## config.mk

```make
export PLATFORM = sky130hd
export DESIGN_NAME = mcr_regblock
export DESIGN_NICKNAME = d
export VERILOG_FILES = /design/src/rtl/mcr_pkg.sv /design/src/rtl/mcr_ctl_mask.sv /design/src/rtl/mcr_irq.sv /design/src/rtl/mcr_regblock.sv
export SDC_FILE = /design/constraint.sdc
export NUM_CORES = 1
export LEC_CHECK = 0
export BUFFER_PORTS_ARGS = -buffer_cell sky130_fd_sc_hd__buf_2
export CAP_MARGIN = 40
export CORE_AREA = 4 4 95 97
export CTS_CLUSTER_DIAMETER = 200
export DETAILED_ROUTE_END_ITERATION = 8
export DIE_AREA = 0 0 99 101
export SYNTH_ARGS = -nofsm -noshare
export SYNTH_HDL_FRONTEND = slang
export SYNTH_SLANG_ARGS = --single-unit
```

## constraint.sdc

```tcl
create_clock -name clk -period 1.45 [get_ports clk]
set_input_delay 0.3625 -clock clk [delete_from_list [all_inputs] [get_ports clk]]
set_output_delay 0.3625 -clock clk [all_outputs]
set_load 0.03 [all_outputs]
```

## src/rtl/mcr_pkg.sv

```systemverilog
package mcr_pkg;
    localparam int DATA_W   = 32;
    localparam int CTL_W    = DATA_W / 2;
    localparam int EVT_W    = 5;
    localparam int ADDR_W   = 2;
    localparam int XFER_W   = 3;

    localparam logic [ADDR_W-1:0] A_CTL = 2'd0;
    localparam logic [ADDR_W-1:0] A_ENA = 2'd1;
    localparam logic [ADDR_W-1:0] A_STS = 2'd2;

    localparam int B_RST  = 0;
    localparam int B_PORT = 1;
    localparam int B_XFER = 2;
endpackage

```

## src/rtl/mcr_ctl_mask.sv

```systemverilog
module mcr_ctl_mask #(
    parameter int CTL_W = 16
) (
    input  logic               clk,
    input  logic               rst,
    input  logic               clr,
    input  logic               we,
    input  logic [2*CTL_W-1:0] wdata,
    output logic [CTL_W-1:0]   ctl_q
);
    logic [CTL_W-1:0] mask;
    logic [CTL_W-1:0] nxt;

    always_comb begin
        mask = wdata[2*CTL_W-1:CTL_W];
        nxt  = (ctl_q & ~mask) | (wdata[CTL_W-1:0] & mask);
    end

    always_ff @(posedge clk) begin
        if (rst || clr)
            ctl_q <= '0;
        else if (we)
            ctl_q <= nxt;
    end
endmodule

```

## src/rtl/mcr_irq.sv

```systemverilog
module mcr_irq #(
    parameter int EVT_W = 5
) (
    input  logic             clk,
    input  logic             rst,
    input  logic             clr,
    input  logic             we_ena,
    input  logic             we_sts,
    input  logic [EVT_W-1:0] wbits,
    input  logic [EVT_W-1:0] evt,
    output logic [EVT_W-1:0] ena_q,
    output logic [EVT_W-1:0] sts_q,
    output logic             irq
);
    logic [EVT_W-1:0] w1c;

    always_comb w1c = we_sts ? wbits : '0;

    always_ff @(posedge clk) begin
        if (rst) begin
            ena_q <= '0;
            sts_q <= '0;
        end else if (clr) begin
            ena_q <= '0;
            sts_q <= evt;
        end else begin
            if (we_ena)
                ena_q <= wbits;
            sts_q <= (sts_q & ~w1c) | evt;
        end
    end

    always_comb irq = |(sts_q & ena_q);
endmodule

```

## src/rtl/mcr_regblock.sv

```systemverilog
module mcr_regblock
    import mcr_pkg::*;
(
    input  logic              clk,
    input  logic              rst,
    input  logic              wr_en,
    input  logic              rd_en,
    input  logic [ADDR_W-1:0] addr,
    input  logic [DATA_W-1:0] wdata,
    output logic [DATA_W-1:0] rdata,
    input  logic [EVT_W-1:0]  evt_i,
    output logic              rst_req_o,
    output logic              port_en_o,
    output logic [XFER_W-1:0] xfer_en_o,
    output logic              irq_o
);
    logic [CTL_W-1:0] ctl_q;
    logic [EVT_W-1:0] ena_q;
    logic [EVT_W-1:0] sts_q;
    logic             soft_clr;
    logic             we_ctl, we_ena, we_sts;

    always_comb begin
        soft_clr = ctl_q[B_RST];
        we_ctl   = wr_en && (addr == A_CTL);
        we_ena   = wr_en && (addr == A_ENA);
        we_sts   = wr_en && (addr == A_STS);
    end

    mcr_ctl_mask #(.CTL_W(CTL_W)) u_ctl (
        .clk   (clk),
        .rst   (rst),
        .clr   (soft_clr),
        .we    (we_ctl),
        .wdata (wdata),
        .ctl_q (ctl_q)
    );

    mcr_irq #(.EVT_W(EVT_W)) u_irq (
        .clk    (clk),
        .rst    (rst),
        .clr    (soft_clr),
        .we_ena (we_ena),
        .we_sts (we_sts),
        .wbits  (wdata[EVT_W-1:0]),
        .evt    (evt_i),
        .ena_q  (ena_q),
        .sts_q  (sts_q),
        .irq    (irq_o)
    );

    always_comb begin
        rst_req_o = ctl_q[B_RST];
        port_en_o = ctl_q[B_PORT];
        xfer_en_o = ctl_q[B_XFER +: XFER_W];
    end

    always_comb begin
        rdata = '0;
        if (rd_en) begin
            unique case (addr)
                A_CTL:   rdata = {{(DATA_W-CTL_W){1'b0}}, ctl_q};
                A_ENA:   rdata = {{(DATA_W-EVT_W){1'b0}}, ena_q};
                A_STS:   rdata = {{(DATA_W-EVT_W){1'b0}}, sts_q};
                default: rdata = '0;
            endcase
        end
    end
endmodule

```

# == Word-level counts from Yosys, hierarchy flattened ==
# Cells that the tools add are included.
# word_totals
ff_bits,26
out_inout_bits,38
in_bits,43
# op_classes
n_eq_ne,2
reduce_logical,7
n_bitwise,8
muxes,4
# ops
cell,n
one-hot mux 16 bit (3 select lines),1
bitwise AND 16 bit,2
2-to-1 mux 16 bit,1
inverter 16 bit,1
OR 16 bit,1
bitwise AND 5 bit,2
2-to-1 mux 5 bit,2
inverter 5 bit,1
OR 5 bit,1
OR reduction 5 bit,1
logical AND 1 bit,3
"== test 2 x 1 -> 1 bit, second input constant",1
"== test 2 bit, second input constant",1
zero test 2 bit,1
OR reduction 2 bit,1
logical OR 1 bit,1

# == Logic depth before layout (Yosys ltp) ==
# Gate-level depths: netlist of the first run.
# logic_depth
ltp_word,7
ltp_mapped,4

# == Modules after synthesis ==
# Synthesis of the first run repeated with hierarchy kept, for this count alone.
# hier_totals
cells_unflattened,168
area_unflattened_um2,1527.7
# by_module_without_submodules
mod,area_per_inst_um2,seq_area_each_um2,cells_each,n_inst
mcr_ctl_mask,730.7,320.3,70,1
mcr_regblock,412.9,0.0,57,1
mcr_irq,384.1,200.2,41,1

# == Least setup slack after synthesis of the first run ==
# No wires, ideal clock.
# synth_timing
kind,flip-flop to output port
from,reg with a tool-made name
to,out rdata[0]
path_stages_with_launch,5
t_arrival_ns,1.408
path_slack_ns,-0.320
required_time_ns,1.087
path_buffers,2
path_cell_list,dfxtp_1 buf_6 buf_2 mux2i_1 o22ai_1
# synth_rtl
element,line,rtl
to (decl),mcr_regblock.sv:10,"output logic [DATA_W-1:0] rdata,"

# == Final worst setup path of the first run ==
# layout_timing
from,reg u_irq.ena_q[3]
to,out irq_o
# layout_between
elab_chain_len,2
# layout_lines
element,line,rtl
from (decl),mcr_irq.sv:11,"output logic [EVT_W-1:0] ena_q,"
from (signal assigned),mcr_irq.sv:28,ena_q <= wbits;
bitwise AND 5 bit,mcr_irq.sv:33,always_comb irq = |(sts_q & ena_q);
OR reduction 5 bit,mcr_irq.sv:33,
to (decl),mcr_regblock.sv:15,output logic irq_o
# Every way passes these cells.

==> results of run 1 <==
stage by stage:
stage	total power [mW]	instances	worst slack, ns	util [%]	setup TNS [ns]
2_1_floorplan	1.05	205	-0.0128	-	-0.101
3_3_place_gp	1.15	355	-0.161	28.9	-2.17
3_5_place_dp	1.16	355	-0.196	28.9	-2.38
4_1_cts	1.80	366	-0.155	33.6	-0.284
5_1_grt	1.88	369	-0.341	35.0	-0.611
6_report	1.80	369	-0.236	35.0	-0.357
metal layers:
layer | track usage (%) | vias up | wire, um
li1 | - | 814 | -
met1 | 15.1 | 781 | 2550
met2 | 20.3 | 64 | 3020
met3 | 3.39 | 2 | 452
met4 | 1.58 | 0 | 19
met5 | 0 | - | 0
layout by cell type (no fill, tap or decap), types with 6 or more instances in the layout:
cell,synthesis,final
sky130_fd_sc_hd__buf_2,8,43
sky130_fd_sc_hd__nor3b_1,24,24
sky130_fd_sc_hd__buf_6,2,21
sky130_fd_sc_hd__buf_4,20,18
sky130_fd_sc_hd__conb_1,1,16
sky130_fd_sc_hd__and4bb_2,13,13
sky130_fd_sc_hd__dfxtp_1,26,13
sky130_fd_sc_hd__and3_4,0,10
sky130_fd_sc_hd__or3b_1,10,10
sky130_fd_sc_hd__dfxtp_2,0,10
sky130_fd_sc_hd__mux2i_1,13,8
sky130_fd_sc_hd__mux2_4,6,6
sky130_fd_sc_hd__mux2_2,6,6
worst max path at each step:
| stage | slack, ns | end | start |
|---|---|---|---|
| 6_report | -0.24 | irq_o | u_irq.ena_q[3] |
| 5_1_grt | -0.34 | irq_o | u_irq.ena_q[3] |
| 4_1_cts | -0.16 | irq_o | u_irq.ena_q[3] |
| 3_5_place_dp | -0.20 | rdata[3] | addr[1] |
| 3_3_place_gp | -0.16 | rdata[0] | addr[1] |
| 2_1_floorplan | -0.01 | rdata[13] | addr[0] |
power breakdown:
| group | switching, mW | total, mW | internal (mW) | leakage (nW) |
|---|---|---|---|---|
| registers | 0.0253 | 0.764 | 0.738 | 0.218 |
| logic | 0.237 | 0.467 | 0.230 | 0.937 |
| clock network | 0.264 | 0.565 | 0.301 | 0.0339 |
| total | 0.526 | 1.80 | 1.27 | 1.19 |
cell type report:
cell class                 count  area [um2]
sequential                    26         544
clock buffer                   4        66.3
inverter                       5        18.8
timing repair buffer          90         759
multi-input combinational    139        1330
fill                         806        5290
tap                          105         131
repair_timing:
| action | in CTS | in global routing |
|---|---|---|
| setup endpoints to repair | 18 | 18 |
| endpoints found under the hold margin | 0 | 0 |
| gates cloned | 2 | 0 |
| setup buffers | 5 | 3 |
| pin swaps | 7 | 6 |
| resized for setup | 59 | 25 |
| hold buffers | 0 | 0 |
worst reg2reg max path, cell delays in order (launching register included):
cell and delay [ns]:
sky130_fd_sc_hd__dfxtp_4 0.40, sky130_fd_sc_hd__buf_4 0.17, sky130_fd_sc_hd__or3b_2 0.49, sky130_fd_sc_hd__mux2i_1 0.17
logic make-up after synthesis:
| logic type | synth area share (%) |
|---|---|
| multiplexers | 15.7 |
| other | 0.205 |
| buffers and inverters | 13.7 |
| AND/OR/NAND/NOR | 36.9 |
| AO/OA/AOI/OAI | 5.05 |
| flip-flops | 28.4 |
==> run metrics, run 1 <==
outcome finished with violations; failing checks setup timing; total global routing overflow 0; Clock Latency Late Sink 0.28 ns; CP Max Fanout 2; maximum number of pins on one net before global-route repair 24; PD cells 631 nW/um2; category of the worst setup path launch point flop; Worst Min Path Start rst; YS warnings 0; sort of element at the end of the critical path output port; Mapped Avg Cell Area 9.65 um2; ys async rst share 0%; r2r setup slk 0.14 ns; number of instances on the worst hold path 2; worst-case hold path end point u_irq.sts_q[0]; number of distinct library cell variants in the gate-level netlist after synthesis 29; highest-delay cell along the critical path sky130_fd_sc_hd__a222oi_1; routability congestion estimate from global placement 0.800; Post-Syn Instances 190; post-route ant nets 0; die outline area 10000 um2; initial core utilization 22.5%; RSZ-0062 raised after global routing true; Clock Skews 0.00264 ns; max_cap viols 0; initial antenna violation count 0; share of the yosys chip area belonging to registers 28.4%; final worst setup slack -0.236 ns; Top-Level Pins 81; number of buffer cells added on primary ports 64; Iter 0 DRT Violations 29; number of iterations in the first detailed-routing pass 4; post-route design area 2850 um2; height of the die 101 um; Via Count 1,661; post-route worst hold slack 0.303 ns; DP Area 2350 um2; horizontal die dimension 99 um; highest achievable clock rate 593 MHz; CP arrival 1.32 ns; post-synthesis cell area 1830 um2; largest cells by area after synthesis sky130_fd_sc_hd__dfxtp_1 (28%), sky130_fd_sc_hd__nor3b_1 (9.8%), sky130_fd_sc_hd__and4bb_2 (8.9%), sky130_fd_sc_hd__buf_4 (8.2%), sky130_fd_sc_hd__mux2i_1 (7.1%); number of nets in the finished design 308; DPL Wire Length 4.25 mm; wire length of the first global-routing pass 9.29 mm; Required @ worst endpoint 1.09 ns; cts bufs inserted 3; Layout area overhead 55.2%; most common library cells after synthesis sky130_fd_sc_hd__dfxtp_1 (26), sky130_fd_sc_hd__nor3b_1 (24), sky130_fd_sc_hd__buf_4 (20); Peak supply drop 0.248 mV; ratio of cells with drive above 1 in the final layout 60.2%; worst min-delay path class primary input to flop; synthesis-stage register bit count 26; routed wire length per instance 16.4 um; CTS Buffer Depth 2; count of flip-flops with a built-in enable after synthesis 0; buffers and inverters on the worst path 1; Core Footprint 8130 um2; Overall Global Routing Usage 11.8%; most common cell in the synthesized netlist sky130_fd_sc_hd__dfxtp_1; clock tree from TritonCTS done; kind of cell adding the most delay to the critical path compound AO/OA/AOI/OAI gates; CP max stage delay 0.41 ns; max-slew violation count 0; mean number of vias per cell 4.50; part of the cycle the worst path needs 116%; count of endpoints failing hold in the final timing report 0; cell type with the highest aggregate area in the netlist sky130_fd_sc_hd__dfxtp_1; wirelength, routed 6.03 mm; H-tree level count 1; kind of critical path flop to output port; DRC violations left 0; Worst Reg2Reg Path Length in Cells 3; clock transition at the register clock pins on the worst setup and hold paths after CTS 0.10 ns; final-report setup violation count 5; leakage power 1.19 nW; primary flip-flop cell chosen by synthesis mapping sky130_fd_sc_hd__dfxtp_1; FF-to-FF End u_irq.ena_q[4]; minimum clock period 1.69 ns; share of the synthesized area in the top cell type 28.4%; number of sinks handled by clock tree synthesis 26; via count of the first global-routing pass 1,719; critical path depth in cells 3; crit path cell chain a222oi_1, nand2_1, buf_6; buffer cell driving the clock tree root sky130_fd_sc_hd__clkbuf_8; n_diodes 0; row count 33
Power figures use the tool's default switching activity.
==> run 2, diff against run 1 <==
- clock period: 1.45 -> 2 ns (I/O delays scaled with it)
==> run 2 against run 1 <==
- clock skew fell by 0.00057 ns
- count of clock-buffer cells in the layout fell by 1
- sequential share of layout area rose by 4.4 points
- largest cell class unchanged
- clock power fell by 47%
- critical path depth rose by 2
- the run now ends clean
- register-to-register slack improved by 0.50 ns
==> run metrics, run 2 (synthesis results as in run 1) <==
highest achievable clock rate 531 MHz; Worst Min Path Start evt_i[1]; sort of element at the end of the critical path output port; part of the cycle the worst path needs 94.1%; RSZ-0062 raised after global routing false; Top-Level Pins 81 (unchanged); # resized after CTS 0 (-100%); post-route ant nets 0 (unchanged); final worst setup slack 0.118 ns (+0.354 ns); Setup TNS 0 ns (+0.357 ns); max-slew violation count 0 (unchanged); wire length of the first global-routing pass 8.06 mm (-13%); n_diodes 0 (unchanged); Clock Skews 0.00207 ns (-0.000573 ns); highest-delay cell along the critical path sky130_fd_sc_hd__buf_4; post-route worst hold slack 0.491 ns (+0.188 ns); max_cap viols 0 (unchanged); ratio of cells with drive above 1 in the final layout 41.6% (-19 points); outcome finished, final reports clean; hold_buf cts 0 (unchanged); Overall Global Routing Usage 9.94% (-1.9 points); Required @ worst endpoint 1.50 ns (+0.41 ns); routability congestion estimate from global placement 0.765 (-4.4%); count of endpoints failing hold in the final timing report 0 (unchanged); most used cell, CP sky130_fd_sc_hd__buf_2; via count of the first global-routing pass 1,615 (-6.1%); Layout area overhead 20.5%; cts bufs inserted 3 (unchanged); buffers and inverters on the worst path 3 (+2); crit path cell chain buf_2, nor2_1, buf_4, and3_1, buf_2; worst rel slew slack 48.9%; horizontal die dimension 99 um (unchanged); total global routing overflow 0 (unchanged); number of buffer cells added on primary ports 64 (unchanged); row count 33 (unchanged); r2r setup slk 0.64 ns (+0.50 ns); DPL Wire Length 3.86 mm (-9.1%); kind of cell adding the most delay to the critical path buffers and inverters; category of the worst setup path launch point primary input; CP max stage delay 0.19 ns (-0.22 ns); CP arrival 1.38 ns (+0.06 ns); clock tree from TritonCTS done; maximum number of pins on one net before global-route repair 44 (+83%); number of nets in the finished design 290 (-5.8%); Core Footprint 8130 um2 (unchanged); final-report setup violation count 0 (-5); worst min-delay path class primary input to flop; Peak supply drop 0.188 mV (-24%); initial antenna violation count 0 (unchanged); routed wire length per instance 14.8 um (-9.5%); CTS Buffer Depth 2 (unchanged); highest-count cells in the layout ignoring fill and taps sky130_fd_sc_hd__buf_2 (64), sky130_fd_sc_hd__dfxtp_1 (26), sky130_fd_sc_hd__nor3b_1 (24); die outline area 10000 um2 (unchanged); Clock Latency Late Sink 0.26 ns (-0.02 ns); leakage power 1.03 nW (-14%); number of sinks handled by clock tree synthesis 26 (unchanged); wirelength, routed 5.18 mm (-14%); slew of the pin with the lowest slew margin 0.767 ns; Iter 0 DRT Violations 55 (+90%); kind of critical path primary input to output port; most common library cell in the layout ignoring fill and taps sky130_fd_sc_hd__buf_2; minimum clock period 1.88 ns; DRC violations left 0 (unchanged); height of the die 101 um (unchanged); CP Max Fanout 11 (+9); initial core utilization 22.5% (unchanged); number of iterations in the first detailed-routing pass 4 (unchanged); Setup Buffers After CTS 0 (-5); buffer cell driving the clock tree root sky130_fd_sc_hd__clkbuf_8; mean number of vias per cell 4.47 (-0.79%); PD cells 493 nW/um2 (-22%); H-tree level count 1 (unchanged); clock transition at the register clock pins on the worst setup and hold paths after CTS 0.09 ns (about the same); Via Count 1,563 (-5.9%); setup slack after placement 0.117 ns (+0.313 ns); critical path startpoint addr[1]
run 2: worst register-to-register path, cell delays in order, from the launching register on:
cell and delay, ns:
sky130_fd_sc_hd__dfxtp_1 0.33, sky130_fd_sc_hd__buf_4 0.27, sky130_fd_sc_hd__or3b_2 0.54, sky130_fd_sc_hd__mux2i_1 0.16
run 2: metal layers:
| metal | vias up | GRT usage [%] | routed length (um) |
|---|---|---|---|
| met5 | - | 0 | 0 |
| met1 | 745 | 12.2 | 2350 |
| met2 | 41 | 17.5 | 2500 |
| met4 | 0 | 3.57 | 68 |
| li1 | 771 | - | - |
| met3 | 6 | 1.59 | 265 |
run 2: stage by stage:
step	power (mW)	util [%]	cell area, um2	cells
after global placement	0.801	26.7	2170	347
after detailed placement	0.806	26.7	2170	347
final	1.09	27.2	2210	350
after global routing	1.15	27.2	2210	350
after CTS	1.11	27.2	2210	350
after floorplan	0.745	-	1890	205
run 2: where the power goes:
| part | switching [mW] | total [mW] | internal, mW |
|---|---|---|---|
| Combinational | 0.143 | 0.244 | 0.101 |
| Sequential | 0.0129 | 0.548 | 0.535 |
| Clock | 0.163 | 0.298 | 0.135 |
run 2: area by class of cell:
type,count,area (um2)
fillers,871,5920
multi-input cells,139,1120
flip-flops and latches,26,520
repair buffers,72,380
well taps,105,131
clock buffers,3,41.3
inverters,5,18.8
run 2: path summary, 6_finish.rpt:
check	end	depth (start not counted)
max reg2reg	flop	3
min	u_irq.sts_q[1]	3
min reg2reg	u_irq.sts_q[1]	2
max	rdata[8]	5
